--- config.mk ---
export PLATFORM = sky130hd
export DESIGN_NAME = bru_unit
export DESIGN_NICKNAME = d
export VERILOG_FILES = /design/src/rtl/bru_pkg.sv /design/src/rtl/bru_decode.sv /design/src/rtl/bru_cond.sv /design/src/rtl/bru_link.sv /design/src/rtl/bru_unit.sv
export SDC_FILE = /design/constraint.sdc
export NUM_CORES = 1
export LEC_CHECK = 0
export BUFFER_PORTS_ARGS = -buffer_cell sky130_fd_sc_hd__buf_4
export CAP_MARGIN = 15
export CELL_PAD_IN_SITES_DETAIL_PLACEMENT = 0
export CELL_PAD_IN_SITES_GLOBAL_PLACEMENT = 1
export CORE_ASPECT_RATIO = 0.7
export CORE_MARGIN = 1
export CORE_UTILIZATION = 31
export DETAILED_ROUTE_END_ITERATION = 8
export PLACE_DENSITY_LB_ADDON = 0.1
export SLEW_MARGIN = 0
export SYNTH_ARGS = -nofsm -noshare
export SYNTH_HDL_FRONTEND = slang
export SYNTH_SLANG_ARGS = --single-unit
export TNS_END_PERCENT = 5
--- constraint.sdc ---
create_clock -name clk -period 2.9 [get_ports clk]
set_clock_uncertainty 0.2 [all_clocks]
set_input_delay 0.58 -clock clk [delete_from_list [all_inputs] [get_ports clk]]
set_output_delay 0.58 -clock clk [all_outputs]
set_load 0.05 [all_outputs]
--- src/rtl/bru_pkg.sv ---
package bru_pkg;
  typedef enum logic [2:0] {
    CND_NEVER   = 3'b000,
    CND_ALWAYS  = 3'b001,
    CND_ZERO    = 3'b010,
    CND_NONZERO = 3'b011,
    CND_NONNEG  = 3'b100,
    CND_NEG     = 3'b101,
    CND_RSV6    = 3'b110,
    CND_RSV7    = 3'b111
  } cond_e;

  localparam int unsigned COND_W = 3;
endpackage

--- src/rtl/bru_decode.sv ---
module bru_decode
  import bru_pkg::*;
#(
  parameter int unsigned ILEN   = 32,
  parameter int unsigned OP_W   = 5,
  parameter int unsigned RIDX_W = 5,
  parameter int unsigned OP_BR  = 8,
  parameter int unsigned OP_BRL = 9
) (
  input  logic [ILEN-1:0]   instr,
  output logic              is_br,
  output logic              is_link,
  output logic [RIDX_W-1:0] ra_idx,
  output cond_e             cond
);
  localparam int unsigned OP_LSB = ILEN - OP_W;
  localparam int unsigned RA_LSB = OP_LSB - RIDX_W;

  logic [OP_W-1:0] opcode;
  logic            unused_fields;

  assign opcode        = instr[ILEN-1:OP_LSB];
  assign ra_idx        = instr[RA_LSB +: RIDX_W];
  assign cond          = cond_e'(instr[COND_W-1:0]);
  assign unused_fields = ^instr[RA_LSB-1:COND_W];

  always_comb begin
    is_br   = 1'b0;
    is_link = 1'b0;
    if (opcode == OP_W'(OP_BR)) begin
      is_br = 1'b1;
    end else if (opcode == OP_W'(OP_BRL)) begin
      is_br   = 1'b1;
      is_link = 1'b1;
    end
  end
endmodule

--- src/rtl/bru_cond.sv ---
module bru_cond
  import bru_pkg::*;
#(
  parameter int unsigned XLEN = 32
) (
  input  cond_e           cond,
  input  logic [XLEN-1:0] test_val,
  output logic            met
);
  logic is_zero;
  logic is_neg;

  assign is_zero = (test_val == '0);
  assign is_neg  = test_val[XLEN-1];

  always_comb begin
    unique case (cond)
      CND_ALWAYS:  met = 1'b1;
      CND_ZERO:    met = is_zero;
      CND_NONZERO: met = !is_zero;
      CND_NONNEG:  met = !is_neg;
      CND_NEG:     met = is_neg;
      default:     met = 1'b0;
    endcase
  end
endmodule

--- src/rtl/bru_link.sv ---
module bru_link #(
  parameter int unsigned XLEN   = 32,
  parameter int unsigned RIDX_W = 5
) (
  input  logic              is_link,
  input  logic [RIDX_W-1:0] ra_idx,
  input  logic [XLEN-1:0]   seq_pc,
  output logic              we,
  output logic [RIDX_W-1:0] idx,
  output logic [XLEN-1:0]   val
);
  always_comb begin
    we  = is_link;
    idx = is_link ? ra_idx : '0;
    val = is_link ? seq_pc : '0;
  end
endmodule

--- src/rtl/bru_unit.sv ---
module bru_unit
  import bru_pkg::*;
#(
  parameter int unsigned XLEN   = 32,
  parameter int unsigned OP_W   = 5,
  parameter int unsigned RIDX_W = 5,
  parameter int unsigned OP_BR  = 8,
  parameter int unsigned OP_BRL = 9
) (
  input  logic              clk,
  input  logic              rst_n,
  input  logic [XLEN-1:0]   instr_i,
  input  logic [XLEN-1:0]   pc_i,
  input  logic [XLEN-1:0]   rb_val_i,
  input  logic [XLEN-1:0]   rc_val_i,
  output logic [XLEN-1:0]   next_pc_o,
  output logic              taken_o,
  output logic              link_we_o,
  output logic [RIDX_W-1:0] link_idx_o,
  output logic [XLEN-1:0]   link_val_o
);
  localparam logic [XLEN-1:0] PC_STEP = XLEN'(XLEN / 8);

  logic [1:0] rst_sync_q;
  logic       rst_n_q;

  always_ff @(posedge clk or negedge rst_n) begin
    if (!rst_n) rst_sync_q <= 2'b00;
    else        rst_sync_q <= {rst_sync_q[0], 1'b1};
  end
  assign rst_n_q = rst_sync_q[1];

  logic              dec_br;
  logic              dec_link;
  logic [RIDX_W-1:0] dec_ra;
  cond_e             dec_cond;
  logic              cond_met;
  logic [XLEN-1:0]   seq_pc;
  logic              lk_we;
  logic [RIDX_W-1:0] lk_idx;
  logic [XLEN-1:0]   lk_val;

  bru_decode #(
    .ILEN(XLEN), .OP_W(OP_W), .RIDX_W(RIDX_W), .OP_BR(OP_BR), .OP_BRL(OP_BRL)
  ) u_decode (
    .instr(instr_i), .is_br(dec_br), .is_link(dec_link),
    .ra_idx(dec_ra), .cond(dec_cond)
  );

  bru_cond #(.XLEN(XLEN)) u_cond (
    .cond(dec_cond), .test_val(rc_val_i), .met(cond_met)
  );

  assign seq_pc = pc_i + PC_STEP;

  bru_link #(.XLEN(XLEN), .RIDX_W(RIDX_W)) u_link (
    .is_link(dec_link), .ra_idx(dec_ra), .seq_pc(seq_pc),
    .we(lk_we), .idx(lk_idx), .val(lk_val)
  );

  logic [XLEN-1:0]   next_pc_d;
  logic              taken_d;
  logic              out_en;

  always_comb begin
    taken_d   = dec_br && cond_met;
    next_pc_d = taken_d ? rb_val_i : seq_pc;
    out_en    = 1'b1;
  end

  always_ff @(posedge clk or negedge rst_n_q) begin
    if (!rst_n_q) begin
      next_pc_o  <= '0;
      taken_o    <= 1'b0;
      link_we_o  <= 1'b0;
      link_idx_o <= '0;
      link_val_o <= '0;
    end else if (out_en) begin
      next_pc_o  <= next_pc_d;
      taken_o    <= taken_d;
      link_we_o  <= lk_we;
      link_idx_o <= lk_idx;
      link_val_o <= lk_val;
    end
  end
endmodule

# After elaboration in Yosys (flattened, before gate mapping)
# Index checks and enable logic that the tools add are counted.
[totals]
register_bits = 73
input_bits = 130
out_inout_bits = 71
wordCells = 25
[classes]
addsub = 1
eq_ne = 7
muxes = 7
reduce_logical = 4
[ops]
columns = ["op", "count"]
rows = [
  ["2-to-1 mux 32 bit", 2],
  ["adder 32 x 3 -> 32 bit, second input constant", 1],
  ["logical NOT 32 bit", 1],
  ["equality test 5 x 4 -> 1 bit, second input constant", 2],
  ["equality test 3 x 2 -> 1 bit, second input constant", 2],
  ["equality test 3 bit, second input constant", 2],
  ["2-to-1 mux 5 bit", 1],
  ["one-hot mux 1 bit (5 select lines)", 1],
  ["equality test 3 x 1 -> 1 bit, second input constant", 1],
  ["2-to-1 mux 1 bit", 3],
  ["logical NOT 1 bit", 2],
  ["logical AND 1 bit", 1],
]

# Logic depth before layout (Yosys ltp)
# Gate-level depths: netlist of the first run.
[depth]
depth_word = 5
depth_mapped = 7
ltp_nobuf = 6

# Modules after synthesis
# From an unflattened synthesis of the first run, not the netlist that was laid out.
[unflattened]
hier_cells = 316
area_unflattened_um2 = 3400.8
[modules_own_cells]
columns = ["mod", "instances", "cells_each", "area_per_inst_um2", "seq_area_each_um2"]
rows = [
  ["bru_unit", 1, 248, 2897.8, 1826.8],
  ["bru_link", 1, 41, 300.3, 0.0],
  ["bru_cond", 1, 17, 112.6, 0.0],
  ["bru_decode", 1, 10, 90.1, 0.0],
]

# Worst setup path after synthesis of the first run
# OpenSTA, ideal clock, no wires.
[synth_path]
path_kind = "input to register"
start = "input instr_i[28]"
end = "register next_pc_o[3]"
setup_time_ns = 0.125
arrival_time_ns = 2.390
required_ns = 2.575
slack_ns = 0.185
stages = 7
path_buffers = 2
cell_sequence = "or4b_4 -> nor3b_2 -> or3b_1 -> a32o_1 -> buf_6 -> buf_6 -> mux2_4"
[synth_between]
elab_chain_cells = 5
word_cells_on_any_way = 6
cone_classes = "2 x eq/ne; 3 x mux; 1 x reduce/logical"
[synth_rtl]
columns = ["item", "line_no", "text"]
rows = [
  ["start, declared", "bru_unit.sv:12", "input logic [XLEN-1:0] instr_i,"],
  ["equality test 5 x 4 -> 1 bit", "bru_decode.sv:32", "end else if (opcode == OP_W'(OP_BRL)) begin"],
  ["2-to-1 mux 1 bit", "bru_decode.sv:32", ""],
  ["2-to-1 mux 1 bit *", "bru_decode.sv:30", "if (opcode == OP_W'(OP_BR)) begin"],
  ["logical AND 1 bit *", "bru_unit.sv:66", "taken_d = dec_br && cond_met;"],
  ["2-to-1 mux 32 bit *", "bru_unit.sv:67", "next_pc_d = taken_d ? rb_val_i : seq_pc;"],
  ["named net next_pc_d[3]", "bru_unit.sv:61", "logic [XLEN-1:0] next_pc_d;"],
  ["end signal, assigned", "bru_unit.sv:79", "next_pc_o <= next_pc_d;"],
  ["end, declared", "bru_unit.sv:16", "output logic [XLEN-1:0] next_pc_o,"],
]
# The timed path passes the listed nets; every way through them passes the cells marked *.

# Worst setup path after layout of the first run
[layout_path]
start = "input instr_i[28]"
end = "register next_pc_o[19]"
# Same word-level chain as after synthesis.

==> impl_metrics.csv, run 1 <==
group,metric,value,unit
run_status,status,"finished clean",
timing,rsz0062_at_grt,"no",
pwr,internal-power,1.982,mW
worst_setup_path,crit_path_max_incr_delay,0.55,ns
floorplanning,dieArea,10600,um2
layout,nets,604,
cts,clk_path_buf_depth,2,
flow_run,maxCapViolCount,0,
worst_setup_path,setup.worst_path.end_class,"register",
floorplanning,fp.dieW,122.6,um
worst_setup_path,crit_path_start_kind,"input port",
worst_setup_path,crit_chain,"buf_4 > or4b_4 > nor3b_2 > or3b_1 > a32o_2 > buf_4 > mux2i_1",
synth,synth_fp_nets,410,
cts,clock_sinks,73,
drt,dr.pass1.iters,4,
cts,cts_tree,"done",
synth,synth_edf_count,0,
timing,setup_viol,0,
pwr,ir_drop,0.0002738,V
global_route,antenna_found_initial,0,
layout,final_cell_mix,"188 x buf_4, 72 x dfrtp_1, 34 x nor2_1, 32 x inv_1, 28 x mux2i_1",
worst_setup_path,cp_data_required_time,2.89,ns
timing,fin_crit_sh,0.8536,
floorplanning,core_area,9797,um2
cts,numCtsBuffers,9,
cts,clk_pin_slew,0.06,ns
drt,ant_nets,0,
drt,dr_total_vias,2655,
layout,n_antenna_cell,0,
global_route,grt_pass1_vias,2649,
place,dp.cells,589,
global_route,grt-ovfl-total,0,
timing,period_minus_slack,2.476,ns
drt,viasPerCell,4.388,
pwr,share_comb_of_total_power,0.180,
place,gpl.final_weighted_congestion,0.7324,
timing,setup_tns,0,ns
cts,cts_max_level,3,
synth,syn_area,3157,um2
worst_setup_path,criticalPathCategory,"in2reg",
timing,slew_violations,0,
pwr,p_clk_frac,0.415,
timing,max_clock_freq,0.4040,GHz
floorplanning,die_h,86.43,um
pwr,sw_frac_of_total,0.2656,
timing,worstMarginPinSlew,0.9184,ns
layout,final_common_cell,"buf_4",
worst_setup_path,critPathSlowestCell,"or4b_4",
floorplanning,num_io_pins,201,
pwr,seqPwrFrac,0.405,
drt,wire_per_inst,14.25,um
place,io_buffers,181,
layout,drive_above_1_share,0.4465,
layout,final_cells,605,
global_route,grt_max_degree,72,
drt,drt-total-wl,8623,um
synth,async_flop_share,1.000,
worst_setup_path,cp_num_buf_inv,2,
cts,insertion_delay,0.33,ns
hold_path,min_path_type,"reg2reg",
timing,hold_viol_final,0,
synth,yosys_warnings,0,
synth,yosysSeqAreaShare,0.5787,
place,hpwl,6732,um
global_route,grt.total_usage,0.1702,
pwr,pwr_density_cell,535.9,nW/um2
synth,yosys_register_bits,73,
layout,layout-area-overhead-vs-synth,59.57,%
floorplanning,start_util,0.3222,
worst_setup_path,rrSetupSlack,1.63,ns
synth,synth_ff_type,"dfrtp_1",
worst_setup_path,crit_top_cell,"buf_4",
global_route,grt_pass1_wl,13560,um
synth,synth.distinct_cells,31,
synth,synth_cells,279,
drt,drc,0,
synth,synth_area_per_cell,11.31,um2
cts,post_cts_buffers,0,
floorplanning,num_rows,30,
worst_setup_path,crit_family,"simple AND/OR/NAND/NOR gates",
cts,root_buffer,"clkbuf_16",
timing,max_slew_margin,0.3877,
pwr,p_switching,717.1,uW
worst_setup_path,cp.arrival,2.47,ns
worst_setup_path,crit_fanout,8,
pwr,leakage,2.724,nW
drt,drtIter0Drc,58,
-- routing by layer --
layer,routed length [um],global-route usage,up-vias
met5,0,0,-
met4,93,0.05322,0
met3,620,0.05658,8
met2,3915,0.2625,96
met1,3994,0.2258,1233
li1,-,-,1318
-- Yosys cell counts (all sizes together), types with 10 or more instances --
library cell / n / area (um2)
mux2i: 28 / 280.3
nor4: 10 / 62.56
nand3: 11 / 55.05
xnor2: 12 / 105.1
inv: 32 / 120.1
dfrtp: 73 / 1827
and3: 14 / 87.58
nor2: 34 / 127.6
nand4: 13 / 81.33
xor2: 16 / 140.1
-- path summary, 6_finish.rpt --
check	start	endpoint	depth (start not counted)
max	instr_i[28]	next_pc_o[19]	7
min	rst_sync_q[0]	rst_sync_q[1]	0
max reg2reg	rst_sync_q[1]	link_val_o[16]	0
min reg2reg	rst_sync_q[0]	rst_sync_q[1]	0
max in group asynchronous	rst_sync_q[1]	link_val_o[16]	0
min in group asynchronous	rst_sync_q[1]	next_pc_o[7]	0
-- cells by family (layout without fill, tap and decap cells) --
family | after synthesis | after routing | share of synthesized area
compound gates | 3 | 3 | 0.006339
other cells | 1 | 1 | 0.001188
flops | 73 | 73 | 0.5787
xor+xnor | 28 | 28 | 0.07768
simple gates | 101 | 101 | 0.1740
mux | 32 | 32 | 0.1042
buf+inv | 40 | 238 | 0.05390
fa+ha+maj | 1 | 1 | 0.003963
-- layout make-up --
type                       count  area, um2
multi-input combinational    166       1161
clock inverter                 4      51.30
timing repair buffer         191       1461
inverter                      32      120.1
sequential                    73       1831
clock buffer                  11      252.7
fill                         934       4760
tap                          128      160.2
-- registers in the layout (all words and copies together), names as in the netlist --
name        cells
link_we_o       1
link_idx_o      5
link_val_o     32
taken_o         1
rst_sync_q      2
next_pc_o      32
-- power by group through the flow --
stage               Sequential [mW]  Clock, mW  Combinational (mW)
floorplan                      1.27          0              0.0948
global placement               1.11          0               0.484
detailed placement             1.11          0               0.488
CTS                            1.10       1.16               0.489
global route                   1.10       1.20               0.516
finish                         1.09       1.12               0.485
-- what timing repair did --
action,in CTS,in global routing
endpoints found under the hold margin,2,0
hold buffers,1,0
resized for setup,0,0
-- stage by stage --
stage	hold slack (ns)	setup WS, ns	power, mW	area, um2	utilization
5_1_grt	0.1793	0.3551	2.814	5037	0.5142
4_1_cts	0.1598	0.4256	2.743	5037	0.5142
6_report	0.1592	0.4244	2.700	5037	0.5142
3_3_place_gp	0.1409	0.09016	1.598	4723	0.4821
3_5_place_dp	0.1373	0.08901	1.602	4723	0.4821
2_1_floorplan	0.08441	0.1850	1.362	3157	-
Note: power is estimated with default switching activity, not from simulation.
==> run 2: changes to the inputs <==
--- a/config.mk
+++ b/config.mk
@@ -5,14 +5,14 @@
 export SDC_FILE = /design/constraint.sdc
 export NUM_CORES = 1
 export LEC_CHECK = 0
-export BUFFER_PORTS_ARGS = -buffer_cell sky130_fd_sc_hd__buf_4
 export CAP_MARGIN = 15
 export CELL_PAD_IN_SITES_DETAIL_PLACEMENT = 0
 export CELL_PAD_IN_SITES_GLOBAL_PLACEMENT = 1
-export CORE_ASPECT_RATIO = 0.7
 export CORE_MARGIN = 1
-export CORE_UTILIZATION = 31
+export CORE_UTILIZATION = 45
+export CTS_CLUSTER_DIAMETER = 60
 export DETAILED_ROUTE_END_ITERATION = 8
+export DONT_BUFFER_PORTS = 1
 export PLACE_DENSITY_LB_ADDON = 0.1
 export SLEW_MARGIN = 0
 export SYNTH_ARGS = -nofsm -noshare
==> impl_metrics.csv, run 2 (synthesis gave the netlist of run 1 again) <==
group,metric,value,unit
pwr,leakage,1.799,nW
cts,root_buffer,"clkbuf_8",
drt,dr_total_vias,2109,
cts,cts_tree,"done",
place,hpwl,5350,um
worst_setup_path,setup.worst_path.end_class,"register",
layout,layout-area-overhead-vs-synth,13.00,%
worst_setup_path,crit_fanout,15,
global_route,top_usage_layer,"met2",
cts,clk_path_buf_depth,2,
worst_setup_path,cp.arrival,2.44,ns
layout,nets,423,
drt,ant_nets,0,
floorplanning,num_io_pins,201,
run_status,status,"finished clean",
global_route,gr-usage-met3,0.08758,
hold_path,min_path_type,"in2reg",
worst_setup_path,crit_path_start_kind,"input port",
place,gpl.final_weighted_congestion,0.7340,
floorplanning,start_util,0.4646,
timing,worstMarginPinSlew,0.7148,ns
pwr,pwr_density_cell,647.8,nW/um2
drt,dr.pass1.iters,4,
layout,largestRegisters,"link_val_o x32, next_pc_o x32, link_idx_o x5",
flow_run,maxCapViolCount,0,
global_route,grt_max_degree,42,
cts,numCtsBuffers,9,
cts,clock_sinks,73,
worst_setup_path,criticalPathCategory,"in2reg",
drt,drc,0,
layout,final_cell_mix,"72 x dfrtp_1, 34 x nor2_1, 32 x inv_1, 28 x mux2i_1, 16 x xor2_1",
drt,drt-total-wl,7115,um
cts,clk_pin_slew,0.08,ns
timing,setup_tns,0,ns
drt,viasPerCell,5.366,
timing,slew_violations,0,
timing,max_slew_margin,0.5235,
global_route,grt_pass1_vias,2075,
global_route,grt_pass1_wl,10670,um
timing,hold_viol_final,0,
floorplanning,die_h,85.76,um
global_route,use_met2,0.3222,
cts,cts_max_level,3,
floorplanning,fp.dieW,85.76,um
layout,final_common_cell,"dfrtp_1",
cts,post_cts_buffers,0,
timing,period_minus_slack,2.433,ns
layout,fin_area,3567,um2
cts,insertion_delay,0.34,ns
global_route,grt-ovfl-total,0,
place,io_buffers,0,
layout,fill_cells,609,
timing,max_clock_freq,0.4110,GHz
layout,n_antenna_cell,0,
floorplanning,core_area,6794,um2
layout,drive_above_1_share,0.1044,
worst_setup_path,cp_data_required_time,2.91,ns
timing,fin_crit_sh,0.8391,
floorplanning,dieArea,7354,um2
pwr,ir_drop,0.0003166,V
place,postPlaceCellArea,3322,um2
drt,wire_per_inst,18.10,um
global_route,grt.total_usage,0.1982,
drt,drtIter0Drc,52,
floorplanning,num_rows,30,
global_route,antenna_found_initial,0,
global_route,grtUsageMet1,0.2320,
timing,setup_viol,0,
timing,rsz0062_at_grt,"no",
-- run 2: cell count changes in the layout (fill, tap and decap cells not counted), sizes merged --
cell,delta
buf,-181
bufinv,+2
clkinv,+1
clkinvlp,-1
inv,-1
-- run 2: per-layer routing --
metal  wire length, um  share of wire  vias to the layer above
li1                  -              -                      956
met2              3564           0.50                      121
met1              2787           0.39                     1027
met4                60         0.0084                        0
met5                 0              0                        -
met3               703          0.099                        5
-- run 2: through the flow --
stage / power (mW) / worst slack [ns] / hold slack [ns] / std cells / utilization
global placement: 1.396 / 0.1362 / 0.08446 / 376 / 0.4890
detailed placement: 1.398 / 0.1292 / 0.08446 / 376 / 0.4890
global route: 2.393 / 0.4364 / 0.07107 / 393 / 0.5250
finish: 2.311 / 0.4667 / 0.09604 / 393 / 0.5250
floorplan: 1.362 / 0.1850 / 0.08441 / 279 / -
CTS: 2.337 / 0.4787 / 0.07720 / 393 / 0.5250
-- run 2: cell type report --
class	count	area, um2	area share
Sequential cell	73	1828	0.5125
Multi-Input combinational cell	166	1161	0.3255
Clock buffer	11	131.4	0.03683
Inverter	32	120.1	0.03367
Tap cell	96	120.1	0.03367
Clock inverter	5	103.9	0.02911
Timing Repair Buffer	10	102.6	0.02876
-- run 2: where the power goes --
| group | switching (mW) | total [mW] | internal [mW] |
|---|---|---|---|
| registers | 0.188 | 1.25 | 1.06 |
| clock network | 0.363 | 0.936 | 0.573 |
| logic | 0.0656 | 0.127 | 0.0618 |
-- run 2: worst paths after layout --
path	startpoint	endpoint	slack, ns	cells after the start
setup / recovery	instr_i[28]	next_pc_o[16]	0.47	6
hold / removal	pc_i[2]	link_val_o[2]	0.1	1
setup reg to reg	rst_sync_q[1]	next_pc_o[15]	1.72	1
hold reg to reg	rst_sync_q[1]	link_val_o[8]	0.13	0
max in group asynchronous	rst_sync_q[1]	next_pc_o[15]	1.72	1
min in group asynchronous	rst_sync_q[1]	link_val_o[8]	0.13	0
-- run 2: timing repair --
| action | CTS | global route |
|---|---|---|
| resized for setup | 0 | 0 |
| endpoints found under the hold margin | 2 | 0 |
| endpoints found under the setup margin | 0 | 0 |
| hold buffers | 1 | 0 |
-- run 2: worst max-delay path: stages --
cell	delay [ns]
or4b_4	0.53
nor3b_2	0.18
or3b_1	0.36
a32o_2	0.41
buf_12	0.24
mux2i_1	0.12
==> run 3: changes to the inputs <==
--- a/config.mk
+++ b/config.mk
@@ -5,11 +5,12 @@
 export SDC_FILE = /design/constraint.sdc
 export NUM_CORES = 1
 export LEC_CHECK = 0
+export ABC_AREA = 1
 export CAP_MARGIN = 15
 export CELL_PAD_IN_SITES_DETAIL_PLACEMENT = 0
 export CELL_PAD_IN_SITES_GLOBAL_PLACEMENT = 1
 export CORE_MARGIN = 1
-export CORE_UTILIZATION = 45
+export CORE_UTILIZATION = 39
 export CTS_CLUSTER_DIAMETER = 60
 export DETAILED_ROUTE_END_ITERATION = 8
 export DONT_BUFFER_PORTS = 1
==> constraint.sdc (replaced) <==
create_clock -name clk -period 2.2 [get_ports clk]
set_clock_uncertainty 0.2 [all_clocks]
set_input_delay 0.44 -clock clk [delete_from_list [all_inputs] [get_ports clk]]
set_output_delay 0.44 -clock clk [all_outputs]
set_load 0.05 [all_outputs]
==> impl_metrics.csv, run 3 <==
group,metric,value,unit
synth,yosysMostFrequentCell,"nand2_1",
layout,largestRegisters,"link_val_o x32, next_pc_o x32, link_idx_o x5",
place,io_buffers,0,
drt,drtIter0Drc,108,
floorplanning,core_area,8891,um2
worst_setup_path,cp.arrival,0.99,ns
timing,period_minus_slack,1.631,ns
timing,setup_viol,0,
synth,synth_area_per_cell,7.755,um2
cts,cts_hold_buf,9,
timing,max_slew_margin,0.6579,
flow_run,maxCapViolCount,0,
global_route,grt_pass1_vias,2931,
cts,ctsResizeCount,0,
cts,clk_path_buf_depth,2,
drt,wire_per_inst,15.72,um
drt,dr.pass1.iters,4,
synth,yosys-top-cells-area,"dfrtp_1 50%, nand2_1 13%, nor2_1 8.0%",
layout,nets,618,
floorplanning,start_util,0.4099,
cts,root_buffer,"clkbuf_8",
global_route,grt_max_degree,45,
pwr,ir_drop,0.0002584,V
synth,synth_top_area_cell,"dfrtp_1",
layout,layout-area-overhead-vs-synth,11.16,%
place,dp.cells,575,
place,hpwl,7440,um
cts,cts_tree,"done",
pwr,leakage,2.146,nW
floorplanning,dieArea,9736,um2
worst_setup_path,crit_fanout,1,
synth,synth_cells,470,
synth,yosys_register_bits,73,
synth,synth_ff_type,"dfrtp_1",
hold_path,hold_end,"next_pc_o[8]",
drt,viasPerCell,4.790,
place,dpl_worst_slack,0.1919,ns
drt,drt-total-wl,9434,um
cts,clk_pin_slew,0.08,ns
layout,n_antenna_cell,0,
worst_setup_path,rr_startpoint,"rst_sync_q[1]",
cts,cts_max_level,3,
layout,final_common_cell,"nand2_1",
timing,slew_violations,0,
layout,final_cells,600,
pwr,pwr_density_cell,681.4,nW/um2
worst_setup_path,setup.worst_path.end_class,"primary output",
worst_setup_path,cp_data_required_time,1.56,ns
drt,dr_total_vias,2874,
place,gpl.final_weighted_congestion,0.8539,
worst_setup_path,crit_path_start_kind,"register",
run_status,status,"finished clean",
pwr,power,2.761,mW
hold_path,hold_start,"rb_val_i[8]",
synth,synth_edf_count,0,
cts,insertion_delay,0.34,ns
timing,hold_viol_final,0,
worst_setup_path,r2r_end,"next_pc_o[20]",
worst_setup_path,rrSetupSlack,1.16,ns
synth,synth.distinct_cells,31,
synth,yosys_warnings,0,
floorplanning,fp.dieW,98.67,um
hold_path,whs_path_depth,2,
synth,syn_area,3645,um2
layout,drive_above_1_share,0.08333,
synth,async_flop_share,1.000,
timing,fin_crit_sh,0.7415,
global_route,grt_pass1_wl,15040,um
worst_setup_path,r2r_cells,1,
floorplanning,num_io_pins,201,
synth,netlist_top_cells_count,"130 x nand2_1, 78 x nor2_1, 73 x dfrtp_1, 70 x inv_1, 40 x nand3_1",
floorplanning,die_h,98.67,um
timing,rsz0062_at_grt,"no",
hold_path,min_path_type,"in2reg",
global_route,antenna_found_initial,0,
layout,final_cell_mix,"130 x nand2_1, 78 x nor2_1, 72 x dfrtp_1, 70 x inv_1, 40 x nand3_1",
synth,yosysSeqAreaShare,0.5012,
synth,synth_top_area_frac,0.5012,
global_route,grt-ovfl-total,0,
cts,numCtsBuffers,9,
drt,ant_nets,0,
timing,setup_ws,0.5688,ns
timing,max_clock_freq,0.6130,GHz
cts,clock_sinks,73,
synth,synth_fp_nets,601,
global_route,grt.total_usage,0.2037,
timing,worstMarginPinSlew,0.5084,ns
drt,drc,0,
timing,setup_tns,0,ns
floorplanning,num_rows,34,
worst_setup_path,criticalPathCategory,"reg2out",
cts,post_cts_buffers,0,
run 3: layout make-up:
cell class / count / area, um2
fill: 933 / 4840
sequential: 73 / 1831
multi-input combinational: 314 / 1476
inverter: 71 / 266.5
timing repair buffer: 18 / 170.2
clock buffer: 11 / 141.4
tap: 108 / 135.1
clock inverter: 5 / 31.28
run 3: where the power goes:
| part | internal, mW | switching [mW] | total (mW) |
|---|---|---|---|
| Sequential | 1.39 | 0.199 | 1.59 |
| Clock | 0.437 | 0.506 | 0.943 |
| Combinational | 0.0834 | 0.149 | 0.233 |
| Total | 1.91 | 0.854 | 2.76 |
run 3: worst max-delay path by stage:
stage	start	endpoint	depth (start not counted)
3_3_place_gp	rc_val_i[15]	next_pc_o[20]	9
3_5_place_dp	rc_val_i[15]	next_pc_o[10]	9
4_1_cts	link_val_o[4]	link_val_o[4]	0
5_1_grt	pc_i[2]	next_pc_o[22]	11
2_1_floorplan	pc_i[2]	link_val_o[18]	8
6_report	link_val_o[10]	link_val_o[10]	0
run 3: through the flow:
stage | hold WS (ns) | instance area, um2 | util
after global placement | -0.05554 | 3789 | 0.4261
final | 0.02952 | 4051 | 0.4557
after floorplan | -0.05559 | 3646 | -
after global routing | 0.01868 | 4051 | 0.4557
after CTS | 0.01378 | 4051 | 0.4557
after detailed placement | -0.05554 | 3789 | 0.4261
run 3: metal layers:
layer,GRT usage,part of all wire
met1,0.2416,0.44
met2,0.3472,0.48
met3,0.06809,0.068
met4,0.06889,0.013
met5,0,0
run 3: cells by family after synthesis:
| logic type | after synthesis | synth area share |
|---|---|---|
| buf+inv | 83 | 0.09372 |
| simple gates | 283 | 0.3361 |
| compound gates | 6 | 0.009268 |
| flops | 73 | 0.5012 |
| other cells | 1 | 0.001029 |
| fa+ha+maj | 1 | 0.003432 |
| xor+xnor | 23 | 0.05527 |
